**config.mk**
```make
export PLATFORM = sky130hd
export DESIGN_NAME = ddr_wr_sched
export DESIGN_NICKNAME = d
export VERILOG_FILES = /design/src/rtl/wbs_pkg.sv /design/src/rtl/wbs_latency_line.sv /design/src/rtl/wbs_burst_fsm.sv /design/src/rtl/wbs_data_path.sv /design/src/rtl/ddr_wr_sched.sv
export SDC_FILE = /design/constraint.sdc
export NUM_CORES = 1
export LEC_CHECK = 0
export BUFFER_PORTS_ARGS = -buffer_cell sky130_fd_sc_hd__buf_2
export CAP_MARGIN = 40
export CORE_MARGIN = 2
export CORE_UTILIZATION = 48
export CTS_CLUSTER_DIAMETER = 200
export DETAILED_ROUTE_END_ITERATION = 10
export GPL_TIMING_DRIVEN = 0
export PLACE_DENSITY_LB_ADDON = 0.25
export SLEW_MARGIN = 10
export SYNTH_ARGS = -nofsm -noshare
export SYNTH_HDL_FRONTEND = slang
export SYNTH_SLANG_ARGS = --single-unit
```
**constraint.sdc**
```tcl
create_clock -name clk -period 3.51 [get_ports clk]
set_input_delay 0.8775 -clock clk [delete_from_list [all_inputs] [get_ports clk]]
set_output_delay 0.8775 -clock clk [all_outputs]
set_load 0.02 [all_outputs]
```
**src/rtl/wbs_pkg.sv**
```systemverilog
`timescale 1ns/1ps
package wbs_pkg;
    typedef enum logic [2:0] {
        ST_IDLE  = 3'd0,
        ST_PRE   = 3'd1,
        ST_BURST = 3'd2,
        ST_POST  = 3'd3,
        ST_TURN  = 3'd4
    } wbs_state_e;
endpackage

```
**src/rtl/wbs_latency_line.sv**
```systemverilog
`timescale 1ns/1ps
// Marker delay line: a write enters at depth wl-1 and walks toward index 0.
module wbs_latency_line #(
    parameter int MAX_WL = 16,
    localparam int WLW = $clog2(MAX_WL + 1)
) (
    input  logic           clk,
    input  logic           rst_n,
    input  logic           wr_cmd,
    input  logic [WLW-1:0] wl,
    output logic           start_next,  // next clock is a first data clock
    output logic           start_soon   // the clock after next is a first data clock
);
    logic [MAX_WL-1:0] mark_q;
    logic [MAX_WL-1:0] mark_d;

    for (genvar i = 0; i < MAX_WL; i++) begin : g_stage
        if (i < MAX_WL - 1) begin : g_mid
            assign mark_d[i] = mark_q[i+1] | (wr_cmd && (wl == WLW'(i + 1)));
        end else begin : g_top
            assign mark_d[i] = wr_cmd && (wl == WLW'(i + 1));
        end
    end

    always_ff @(posedge clk) begin
        if (!rst_n) mark_q <= '0;
        else        mark_q <= mark_d;
    end

    assign start_next = mark_d[0];
    assign start_soon = mark_d[1];
endmodule

```
**src/rtl/wbs_burst_fsm.sv**
```systemverilog
`timescale 1ns/1ps
module wbs_burst_fsm
    import wbs_pkg::*;
(
    input  logic clk,
    input  logic rst_n,
    input  logic bl8,
    input  logic start_next,
    input  logic start_soon,
    output logic data_clk,
    output logic strobe_rise,
    output logic strobe_fall
);
    localparam int CW = 2;

    wbs_state_e    state_q, state_d;
    logic [CW-1:0] left_q;
    logic          last_beat;
    logic          load_cnt;

    assign last_beat = (left_q == '0);
    assign load_cnt  = (state_d == ST_BURST) && ((state_q != ST_BURST) || last_beat);

    always_comb begin
        state_d = state_q;
        unique case (state_q)
            ST_IDLE:  state_d = start_soon ? ST_PRE : ST_IDLE;
            ST_PRE:   state_d = start_next ? ST_BURST : ST_IDLE;
            ST_BURST: begin
                if (!last_beat)      state_d = ST_BURST;
                else if (start_next) state_d = ST_BURST;
                else if (start_soon) state_d = ST_TURN;
                else                 state_d = ST_POST;
            end
            ST_POST:  state_d = start_soon ? ST_PRE : ST_IDLE;
            ST_TURN:  state_d = ST_BURST;
            default:  state_d = ST_IDLE;
        endcase
    end

    always_ff @(posedge clk) begin
        if (!rst_n) begin
            state_q <= ST_IDLE;
            left_q  <= '0;
        end else begin
            state_q <= state_d;
            if (load_cnt)                 left_q <= bl8 ? CW'(3) : CW'(1);
            else if (state_q == ST_BURST) left_q <= left_q - CW'(1);
        end
    end

    always_comb begin
        data_clk    = 1'b0;
        strobe_rise = 1'b0;
        strobe_fall = 1'b0;
        unique case (state_q)
            ST_IDLE:  ;
            ST_PRE:   begin strobe_rise = 1'b1; strobe_fall = 1'b1; end
            ST_BURST: begin data_clk = 1'b1; strobe_rise = 1'b1; strobe_fall = 1'b1; end
            ST_POST:  strobe_rise = 1'b1;
            ST_TURN:  begin strobe_rise = 1'b1; strobe_fall = 1'b1; end
            default:  ;
        endcase
    end
endmodule

```
**src/rtl/wbs_data_path.sv**
```systemverilog
`timescale 1ns/1ps
module wbs_data_path #(
    parameter int DW = 8
) (
    input  logic          clk,
    input  logic          rst_n,
    input  logic          data_clk,
    input  logic          fifo_empty,
    input  logic [DW-1:0] fifo_rise,
    input  logic [DW-1:0] fifo_fall,
    output logic          fifo_pop,
    output logic [DW-1:0] dq_rise,
    output logic [DW-1:0] dq_fall,
    output logic          underflow_err
);
    logic take;

    assign take     = data_clk && !fifo_empty;
    assign fifo_pop = take;
    assign dq_rise  = take ? fifo_rise : '0;
    assign dq_fall  = take ? fifo_fall : '0;

    always_ff @(posedge clk) begin
        if (!rst_n)                       underflow_err <= 1'b0;
        else if (data_clk && fifo_empty)  underflow_err <= 1'b1;
    end
endmodule

```
**src/rtl/ddr_wr_sched.sv**
```systemverilog
`timescale 1ns/1ps
module ddr_wr_sched #(
    parameter int DW     = 8,
    parameter int MAX_WL = 16,
    parameter int CFGW   = 4
) (
    input  logic            clk,
    input  logic            rst_n,
    input  logic [CFGW-1:0] cfg_al,
    input  logic [CFGW-1:0] cfg_cl,
    input  logic            cfg_bl8,
    input  logic            wr_cmd,
    input  logic            fifo_empty,
    input  logic [DW-1:0]   fifo_rise,
    input  logic [DW-1:0]   fifo_fall,
    output logic            fifo_pop,
    output logic [DW-1:0]   dq_rise,
    output logic [DW-1:0]   dq_fall,
    output logic            dq_oe,
    output logic            dqs_oe_rise,
    output logic            dqs_oe_fall,
    output logic            underflow_err
);
    localparam int WLW = $clog2(MAX_WL + 1);

    logic [WLW-1:0] wl;
    logic           start_next;
    logic           start_soon;

    assign wl = WLW'(cfg_al) + WLW'(cfg_cl) - WLW'(1);

    wbs_latency_line #(.MAX_WL(MAX_WL)) u_line (
        .clk        (clk),
        .rst_n      (rst_n),
        .wr_cmd     (wr_cmd),
        .wl         (wl),
        .start_next (start_next),
        .start_soon (start_soon)
    );

    wbs_burst_fsm u_fsm (
        .clk         (clk),
        .rst_n       (rst_n),
        .bl8         (cfg_bl8),
        .start_next  (start_next),
        .start_soon  (start_soon),
        .data_clk    (dq_oe),
        .strobe_rise (dqs_oe_rise),
        .strobe_fall (dqs_oe_fall)
    );

    wbs_data_path #(.DW(DW)) u_data (
        .clk           (clk),
        .rst_n         (rst_n),
        .data_clk      (dq_oe),
        .fifo_empty    (fifo_empty),
        .fifo_rise     (fifo_rise),
        .fifo_fall     (fifo_fall),
        .fifo_pop      (fifo_pop),
        .dq_rise       (dq_rise),
        .dq_fall       (dq_fall),
        .underflow_err (underflow_err)
    );
endmodule

```
==> results of run 1 <==
-- power by group --
group	internal (uW)	switching (uW)
registers	245	2.81
logic	53.4	80.9
clock network	44.4	68.5
-- cells in the mapped netlist (all sizes together) --
master / n
dfxtp: 21
and2: 16
inv: 16
nand2: 14
o21ai: 11
nor2b: 9
ha: 8
nor2: 5
a21oi: 4
a41oi: 4
a31oi: 3
buf: 3
nand3: 3
xnor2: 3
clkbuf: 2
nand2b: 2
nand3b: 2
nand4: 2
nand4b: 2
nor3b: 2
xor2: 2
a211o: 1
a21o: 1
a31o: 1
a41o: 1
and2b: 1
and3: 1
and3b: 1
and4bb: 1
fa: 1
mux2i: 1
nor3: 1
nor4: 1
o211ai: 1
o21a: 1
o311ai: 1
or2: 1
or3b: 1
-- area by class of cell --
type / instances / area, um2
inverters: 16 / 60.1
multi-input cells: 109 / 793
repair buffers: 49 / 245
plain buffers: 5 / 28.8
clock buffers: 4 / 26.3
fillers: 218 / 911
well taps: 30 / 37.5
flip-flops and latches: 21 / 420
-- logic make-up after synthesis --
group | after synthesis | share of synthesized area, %
compound gates | 29 | 15.3
flops | 21 | 32.3
mux | 1 | 0.769
buf+inv | 21 | 6.82
fa+ha+maj | 9 | 9.22
simple gates | 65 | 31.7
xor+xnor | 5 | 3.94
-- layer usage --
layer | track usage [%] | part of all wire (%)
met1 | 23.3 | 41
met2 | 32.9 | 54
met3 | 2.33 | 4.2
met4 | 9.86 | 1.4
met5 | 0 | 0
-- worst reg2reg max path: stages (launching register included) --
cell and delay (ns):
dfxtp_1 0.32, buf_2 0.17, nor3b_4 0.34, nand3b_1 0.18
a211o_1 0.30, a31oi_1 0.15
-- metrics by stage --
step                      hold WS (ns)  setup WS (ns)
after global placement           0.417          0.547
after floorplan                  0.407          0.756
after detailed placement         0.420          0.508
after CTS                        0.443          0.739
final                            0.438          0.725
after global routing             0.467          0.582
-- sequential cells by signal (all words and copies together) (netlist names) --
signal                count
u_fsm.left_q              2
u_data.underflow_err      1
u_line.mark_q            15
u_fsm.state_q             3
-- worst max path at each step --
stage / endpoint / startpoint / depth (start not counted) / slack (ns)
after CTS: dq_fall[6] / u_fsm.state_q[2]$_SDFF_PN0_ / 6 / 0.74
after global placement: u_fsm.state_q[0]$_SDFF_PN0_ / cfg_al[1] / 10 / 0.55
after global routing: dq_rise[0] / u_fsm.state_q[2]$_SDFF_PN0_ / 6 / 0.58
after detailed placement: u_fsm.left_q[0]$_SDFFE_PN0P_ / cfg_al[1] / 10 / 0.51
after floorplan: u_fsm.left_q[0]$_SDFFE_PN0P_ / cfg_al[1] / 9 / 0.76
final: dq_fall[6] / u_fsm.state_q[2]$_SDFF_PN0_ / 6 / 0.73
==> results_dict.tcl, run 1 <==
set metrics [dict create \
    cp.arrival_ns 1.91 \
    core_um2 2520 \
    dieArea_um2 3150 \
    post_synth.cell_area_avg_um2 8.63 \
    r2r_end "u_fsm.state_q[0]$_SDFF_PN0_" \
    syn_inst 151 \
    drt-pass1-iter-count 4 \
    viasPerCell 5.27 \
    fin_setup_tns_ns 0 \
    die_height_um 56.1 \
    syn_nets 189 \
    dp.cells 230 \
    grt_pass1_vias 1166 \
    clkTransAtPathRegs_ns 0.11 \
    yosysSeqAreaShare_pct 32.3 \
    synth_top_area_share_pct 32.3 \
    dp_hpwl_mm 2.29 \
    netlist_area_um2 1300 \
    grt_pass1_wl_mm 4.87 \
    drt_iter0_drc 44 \
    crit_type "reg2out" \
    rows 18 \
    gr-total-overflow 0 \
    stdcell_count 234 \
    crit_family "simple AND/OR/NAND/NOR gates" \
    setup_viol 0 \
    crit_required_ns 2.63 \
    cts_buffer_depth 2 \
    final_common_cell "buf_2" \
    status "complete, no violations" \
    ys_types 47 \
    period_needed_ns 2.78 \
    ir_worst_vdd_v 0.000210 \
    reg2reg_depth 5 \
    area_growth_pct 23.7 \
    io_pins 50 \
    crit_fanout 10 \
    final_core_util_pct 63.9 \
    portBuffers 49 \
    diodes 0 \
    worstHoldStart "u_line.mark_q[15]$_SDFF_PN0_" \
    cts_setup_buffers 0 \
    p_per_area_nw_per_um2 307 \
    wl_per_cell_um 12.0 \
    cap_violations 0 \
    min_path_cells 2 \
    wl_mm 2.82 \
    die_x_um 56.1 \
    antenna_found_initial 0 \
    worstMarginPinSlew_ns 0.409 \
    slowest_stage "nor3b_4" \
    fin_area_um2 1610 \
    place_congestion 0.841 \
    slew_headroom_pct 72.6 \
    insertion_delay_ns 0.30 \
    via_count 1234 \
    path_common_cell "buf_2" \
    crit_chain "buf_2 -> nor3b_4 -> and2b_1 -> buf_2 -> and2_1 -> buf_2" \
    fin_nets 243 \
    cts_buffers 3 \
    drc_errors 0 \
    final_hold_viol_count 0 \
    postCtsHoldBufs 0 \
    synth-seq-cells 21 \
    r2r_start "u_fsm.state_q[2]$_SDFF_PN0_" \
    fmax_mhz 359 \
    ant_nets 0 \
    period_share_pct 79.3 \
    cts_max_level 1 \
    rsz0062_at_grt "false" \
    root_buffer "clkbuf_4" \
    track_usage_pct 19.2 \
    final.setup_skew_ns 0.00679 \
    hp-class "reg2reg" \
    synth_area_leader_cell "dfxtp_1" \
    leakage_uw 0.000775 \
    synth_warnings 0 \
    start_util_pct 51.6 \
    slew_violations 0 \
    cts_tree "built" \
    place_area_um2 1590 \
    clock-sinks 21 \
    worstHoldEndpoint "u_line.mark_q[14]$_SDFF_PN0_" \
    layout_common_cells "buf_2, dfxtp_1, inv_1, and2_1, nand2_1" \
    slowest_delay_ns 0.34 \
    grt_max_degree 12 \
    startpoint_type "flop" \
    worst-path-buf-inv 3 \
    synth.area.top_cells "dfxtp_1, and2_1, ha_1, inv_1, nor2b_1" \
    rrSetupSlack_ns 2.00 \
    drive_gt1_share_pct 31.9 \
    end_kind "primary output" \
    totalPowerFinal_uw 495 \
    post_cts_resized 0 \
]
No activity file was read; power rests on OpenSTA's default activity.
==> run 2: changes to the inputs <==
--- a/config.mk
+++ b/config.mk
@@ -8,7 +8,7 @@
 export BUFFER_PORTS_ARGS = -buffer_cell sky130_fd_sc_hd__buf_2
 export CAP_MARGIN = 40
 export CORE_MARGIN = 2
-export CORE_UTILIZATION = 48
+export CORE_UTILIZATION = 43
 export CTS_CLUSTER_DIAMETER = 200
 export DETAILED_ROUTE_END_ITERATION = 10
 export GPL_TIMING_DRIVEN = 0
==> constraint.sdc (replaced) <==
create_clock -name clk -period 2.45 [get_ports clk]
set_input_delay 0.6125 -clock clk [delete_from_list [all_inputs] [get_ports clk]]
set_output_delay 0.6125 -clock clk [all_outputs]
set_load 0.02 [all_outputs]
==> run 2 against run 1 <==
Against the previous run: largest power group unchanged; critical path depth grew 4; global-route usage shrank 2.4 points; critical path type is now in2reg; first-iteration DRC count is 14% higher; critical endpoint is now u_fsm.left_q[0]$_SDFFE_PN0P_; sequential power rose by 43%; hold slack gained 0.0016 ns; die area up 11%; via count fell by 3.0%; sequential share of layout area shrank 0.48 points.
==> results_dict.tcl, run 2 (synthesized netlist as in run 1, its figures left out) <==
set metrics [dict create \
    crit_chain "buf_2 -> inv_1 -> ha_1 -> inv_1 -> ha_1 -> fa_1 -> xor2_2 -> nor2_4 -> a31o_1 -> o21a_1" \
    reg_top3 "u_line.mark_q (15), u_fsm.state_q (3), u_fsm.left_q (2)" \
    seqPwrFrac_pct 49.2 \
    p_int_uw 499 \
    crit_type "in2reg" \
    min_path_cells 2 \
    io_pins 50 \
    diodes 0 \
    regMostFlops "u_line.mark_q" \
    antenna_found_initial 0 \
    fin_ws_ns 0.122 \
    die_x_um 59.0 \
    via_count 1197 \
    portBuffers 49 \
    viasPerCell 5.05 \
    drt_iter0_drc 50 \
    ant_nets 0 \
    area_growth_pct 26.0 \
    crit_family "adder cells" \
    clkPwrFrac_pct 22.3 \
    grt_max_degree 12 \
    p_switching_uw 222 \
    p_per_area_nw_per_um2 439 \
    start_util_pct 46.4 \
    clkTransAtPathRegs_ns 0.10 \
    cts_buffer_depth 2 \
    final_core_util_pct 58.5 \
    crit_cells 10 \
    slowest_stage "fa_1" \
    drive_gt1_share_pct 33.5 \
    clock-sinks 21 \
    insertion_delay_ns 0.30 \
    rsz0062_at_grt "false" \
    period_needed_ns 2.33 \
    track_usage_pct 16.8 \
    crit_required_ns 2.64 \
    cts_buffers 3 \
    crit_fanout 8 \
    drt-pass1-iter-count 4 \
    postCtsHoldBufs 0 \
    swShare_pct 30.8 \
    cts_tree "built" \
    grt_pass1_vias 1118 \
    met2_usage_pct 31.3 \
    dp_slack_ns -0.266 \
    cp.arrival_ns 2.52 \
    grtUsageMet1_pct 20.6 \
    end_kind "flop" \
    fin_hold_ws_ns 0.439 \
    slew_violations 0 \
    grt_pass1_wl_mm 4.66 \
    cts_max_level 1 \
    reg2reg_depth 6 \
    slew_headroom_pct 72.6 \
    wl_mm 2.82 \
    fmax_mhz 430 \
    dp_hpwl_mm 2.27 \
    fin_nets 245 \
    share_comb_of_total_power_pct 28.5 \
    die_height_um 59.0 \
    leakage_uw 0.000787 \
    startpoint_type "input pin" \
    grt_busiest_layer "met2" \
    worst-path-buf-inv 3 \
    cap_violations 0 \
    final_hold_viol_count 0 \
    place_congestion 0.865 \
    final.setup_skew_ns 0.00970 \
    core_um2 2810 \
    dieArea_um2 3490 \
    ir_worst_vdd_v 0.000232 \
    largest_reg_flops 15 \
    period_share_pct 95.0 \
    hp-class "reg2reg" \
    setup_viol 0 \
    ff_latch_area_um2 420 \
    worstMarginPinSlew_ns 0.411 \
    slowest_delay_ns 0.43 \
    totalPowerFinal_uw 721 \
    status "complete, no violations" \
    use_met3_pct 1.31 \
    final_common_cell "buf_2" \
    fillerInstances 257 \
    drc_errors 0 \
    gr-total-overflow 0 \
    multi_input_area_um2 807 \
    layout_common_cells "buf_2, dfxtp_1, inv_1, and2_1, nand2_1" \
    wl_per_cell_um 11.9 \
    rows 19 \
    root_buffer "clkbuf_4" \
]
run 2: cell types whose count changed in the layout (fill, tap and decap cells not counted):
cell	delta
and2b_1	-1
and2b_2	+1
buf_4	+2
nor2_2	-1
nor2_4	+1
xor2_1	-1
xor2_2	+1
run 2: routing by layer:
layer	vias up	part of all wire (%)
met5	-	0
met4	0	0.67
met3	2	1.8
met2	15	53
met1	556	45
li1	624	-
run 2: worst paths after layout:
path	startpoint	end	slack (ns)
max	cfg_al[1]	u_fsm.left_q[0]$_SDFFE_PN0P_	0.12
min reg2reg	u_line.mark_q[9]$_SDFF_PN0_	u_line.mark_q[8]$_SDFF_PN0_	0.44
min	u_line.mark_q[9]$_SDFF_PN0_	u_line.mark_q[8]$_SDFF_PN0_	0.44
max reg2reg	u_fsm.state_q[2]$_SDFF_PN0_	u_fsm.state_q[0]$_SDFF_PN0_	0.96
run 2: final cells by class:
cell class / instances / share of cell area [%]
tap: 31 / 2.36
clock buffer: 4 / 1.60
multi-input combinational: 109 / 49.2
timing repair buffer: 51 / 15.9
inverter: 16 / 3.66
sequential: 21 / 25.6
buffer: 5 / 1.75
run 2: worst register-to-register path, delay by kind of cell (launching register included):
family                 cells  cell delay (ns)
AOI/OAI and AO/OA          2             0.45
and+or+nand+nor            2             0.34
buffers and inverters      2             0.34
DFF                        1             0.31
run 2: metrics by stage:
step	setup TNS, ns	area [um2]	std cells
global route	0	1640	237
detailed placement	-2.63	1590	231
global placement	-1.80	1590	231
floorplan	0	1310	151
finish	0	1640	237
CTS	0	1630	236
run 2: timing repair:
action                                  4_1_cts  5_1_grt
resized for setup                             0        2
pin swaps                                     1        1
endpoints found under the hold margin         0        0
buffers inserted                              1        1
endpoints found under the setup margin        9       13
run 2: power by group through the flow:
| stage | Clock (uW) | Sequential [uW] | Combinational, uW |
|---|---|---|---|
| 5_1_grt | 177 | 355 | 227 |
| 4_1_cts | 164 | 354 | 195 |
| 3_5_place_dp | 0 | 362 | 194 |
| 2_1_floorplan | 0 | 361 | 140 |
| 6_report | 161 | 354 | 205 |
| 3_3_place_gp | 0 | 362 | 188 |
==> run 3: changes to the inputs <==
--- a/config.mk
+++ b/config.mk
@@ -16,4 +16,5 @@
 export SLEW_MARGIN = 10
 export SYNTH_ARGS = -nofsm -noshare
 export SYNTH_HDL_FRONTEND = slang
+export SYNTH_HIERARCHICAL = 1
 export SYNTH_SLANG_ARGS = --single-unit
==> run 3 against run 2 <==
Against the previous run: the flow now finishes with violations (setup timing); register-to-register slack better by 0.17 ns; via count is 0.42% higher; clock power is 6% higher; wire length is 3.5% higher; final cell count is 0.84% higher; fmax is 14% lower; final area is 9.0% higher; clock-buffer cell count is 1 lower; global-route usage is 0.64 points higher; sequential power hardly changed; largest power group unchanged.
==> results_dict.tcl, run 3 <==
set metrics [dict create \
    antenna_found_initial 0 \
    synth_xor_area_share_pct 3.45 \
    root_buffer "clkbuf_4" \
    synth_area_leader_cell "dfxtp_1" \
    crit_type "in2reg" \
    slew_violations 0 \
    period_needed_ns 2.72 \
    use_met3_pct 4.84 \
    hp-class "reg2reg" \
    synth_top_family_by_area "simple AND/OR/NAND/NOR gates" \
    reg2reg_depth 6 \
    synthAdderAreaFrac_pct 9.46 \
    final_common_cell "buf_2" \
    gr-total-overflow 0 \
    netlist_area_um2 1270 \
    via_count 1202 \
    synth_warnings 6 \
    synth-seq-cells 21 \
    cp.arrival_ns 2.93 \
    ys.flop_type "dfxtp_1" \
    min_path_cells 2 \
    wl_mm 2.92 \
    period_share_pct 111 \
    ys_types 39 \
    ant_nets 0 \
    dp.cells 226 \
    worstHoldStart "u_line/mark_q[3]$_SDFF_PN0_" \
    clkTransAtPathRegs_ns 0.12 \
    yosysMostFrequentCell "dfxtp_1" \
    violations "setup timing" \
    setup_viol 5 \
    portBuffers 49 \
    crit_start "cfg_al[1]" \
    leakage_uw 0.000841 \
    clock-sinks 21 \
    die_height_um 58.3 \
    drc_errors 0 \
    worstMarginPinSlew_ns 0.410 \
    r2r_start "u_fsm/left_q[0]$_SDFFE_PN0P_" \
    grt_pass1_wl_mm 4.59 \
    cts_max_level 1 \
    synth_mux_area_share_pct 0.788 \
    track_usage_pct 17.4 \
    drive_gt1_share_pct 51.9 \
    rrSetupSlack_ns 1.13 \
    drt_iter0_drc 33 \
    ir_worst_vdd_v 0.000426 \
    synth_enable_flop_cells 0 \
    area_growth_pct 40.9 \
    rows 19 \
    postCtsHoldBufs 0 \
    largest_reg_flops 15 \
    die_x_um 58.3 \
    regMostFlops "u_line/mark_q" \
    fin_hold_ws_ns 0.439 \
    synth_top_area_share_pct 33.1 \
    fin_nets 247 \
    post_synth.cell_area_avg_um2 8.70 \
    final_hold_viol_count 0 \
    met2_usage_pct 34.0 \
    viasPerCell 5.03 \
    layout_common_cells "buf_2, dfxtp_1, and2_2, nand2_1, o21ai_1" \
    synth_common_cells "dfxtp_1, inv_1, and2_2, nand2_1, o21ai_1" \
    cts_tree "built" \
    totalPowerFinal_uw 756 \
    grt_max_degree 14 \
    grt_busiest_layer "met2" \
    fillerInstances 247 \
    core_um2 2780 \
    r2r_end "u_fsm/state_q[0]$_SDFF_PN0_" \
    p_per_area_nw_per_um2 423 \
    yosysSeqAreaShare_pct 33.1 \
    fin_ws_ns -0.272 \
    startpoint_type "input pin" \
    final_core_util_pct 64.3 \
    io_pins 50 \
    synth.area.top_cells "dfxtp_1, and2_2, ha_1, inv_1, o21ai_1" \
    grtUsageMet1_pct 17.6 \
    drt-pass1-iter-count 4 \
    syn_inst 146 \
    place_congestion 0.762 \
    crit_required_ns 2.66 \
    worstHoldEndpoint "u_line/mark_q[2]$_SDFF_PN0_" \
    start_util_pct 45.7 \
    slew_headroom_pct 72.7 \
    crit_fanout 3 \
    dieArea_um2 3400 \
    cts_buffer_depth 2 \
    synth-simple-area-share_pct 31.6 \
    final.setup_skew_ns 0.00515 \
    status "finished, violations left" \
    rsz0062_at_grt "true" \
    end_kind "flop" \
    fmax_mhz 367 \
    reg_top3 "u_line/mark_q (15), u_fsm/state_q (3), u_fsm/left_q (2)" \
    synth_compound_area_share_pct 13.0 \
    dp_hpwl_mm 2.21 \
    insertion_delay_ns 0.31 \
    cts_buffers 3 \
    diodes 0 \
    ys_async_sr_fraction_pct 0 \
    cap_violations 0 \
    wl_per_cell_um 12.2 \
    grt_pass1_vias 1145 \
    stdcell_count 239 \
    syn_nets 184 \
]
==> run 3: cell count changes after synthesis, moves of 4 or more <==
cell     before  now
a41oi_1       4    0
and2_1       16    0
and2_2        0   16
nor2b_1       9    2
o21ai_1       8   14
==> run 3: repair_timing <==
item,4_1_cts,5_1_grt
gates cloned,0,0
endpoints found under the setup margin,14,5
pin swaps,12,7
resized for setup,11,0
endpoints found under the hold margin,0,0
setup buffers,8,1
==> run 3: cell families (layout without fill, tap and decap cells) <==
group / after synthesis / after routing
XOR/XNOR: 5 / 5
AO/OA/AOI/OAI: 28 / 28
flip-flops: 21 / 21
AND/OR/NAND/NOR: 58 / 58
adder cells (fa/ha/maj): 9 / 9
multiplexers: 1 / 1
buffers and inverters: 24 / 86
==> run 3: how the worst max path moves through the flow <==
stage	to	cells past startpoint	slack (ns)
4_1_cts	u_fsm/left_q[1]$_SDFFE_PN0P_	14	-0.28
6_report	u_fsm/left_q[1]$_SDFFE_PN0P_	14	-0.27
5_1_grt	u_fsm/state_q[1]$_SDFF_PN0_	15	-0.37
3_3_place_gp	u_fsm/left_q[1]$_SDFFE_PN0P_	14	-0.72
3_5_place_dp	u_fsm/left_q[1]$_SDFFE_PN0P_	14	-0.79
2_1_floorplan	u_fsm/left_q[1]$_SDFFE_PN0P_	13	-0.44
==> run 3: final cells by class <==
cell class                 count  area [um2]  area share (%)
clock buffer                   3        22.5            1.26
clock inverter                 1        7.51           0.420
inverter                      19        88.8            4.97
timing repair buffer          58         329            18.4
sequential                    21         420            23.5
multi-input combinational    101         845            47.2
buffer                         5        37.5            2.10
tap                           31        38.8            2.17
==> run 3: power breakdown <==
| part | internal [uW] | switching, uW | total, uW |
|---|---|---|---|
| clock network | 62.3 | 108 | 170 |
| logic | 122 | 111 | 233 |
| registers | 350 | 2.64 | 353 |
==> run 3: critical path: stages <==
cell      delay (ns)
buf_6           0.10
inv_4           0.05
ha_4            0.20
inv_4           0.05
ha_4            0.13
inv_2           0.03
fa_2            0.52
inv_2           0.04
or4b_4          0.52
o21bai_4        0.17
nand3b_1        0.11
a21oi_2         0.19
a31oi_2         0.08
mux2i_1         0.13
==> run 3: per-layer routing <==
metal,share of wire (%),routed length (um),vias up
li1,-,-,612
met2,58,1680,23
met3,4.0,116,4
met4,0.79,23,0
met5,0,0,-
met1,38,1100,563
==> run 3: metrics by stage <==
stage                     TNS [ns]  setup slack (ns)  area, um2
after global placement       -3.60            -0.717       1640
after detailed placement     -4.14            -0.792       1640
after floorplan              -1.94            -0.443       1350
final                        -1.28            -0.272       1790
after CTS                    -1.28            -0.284       1780
after global routing         -1.72            -0.374       1790
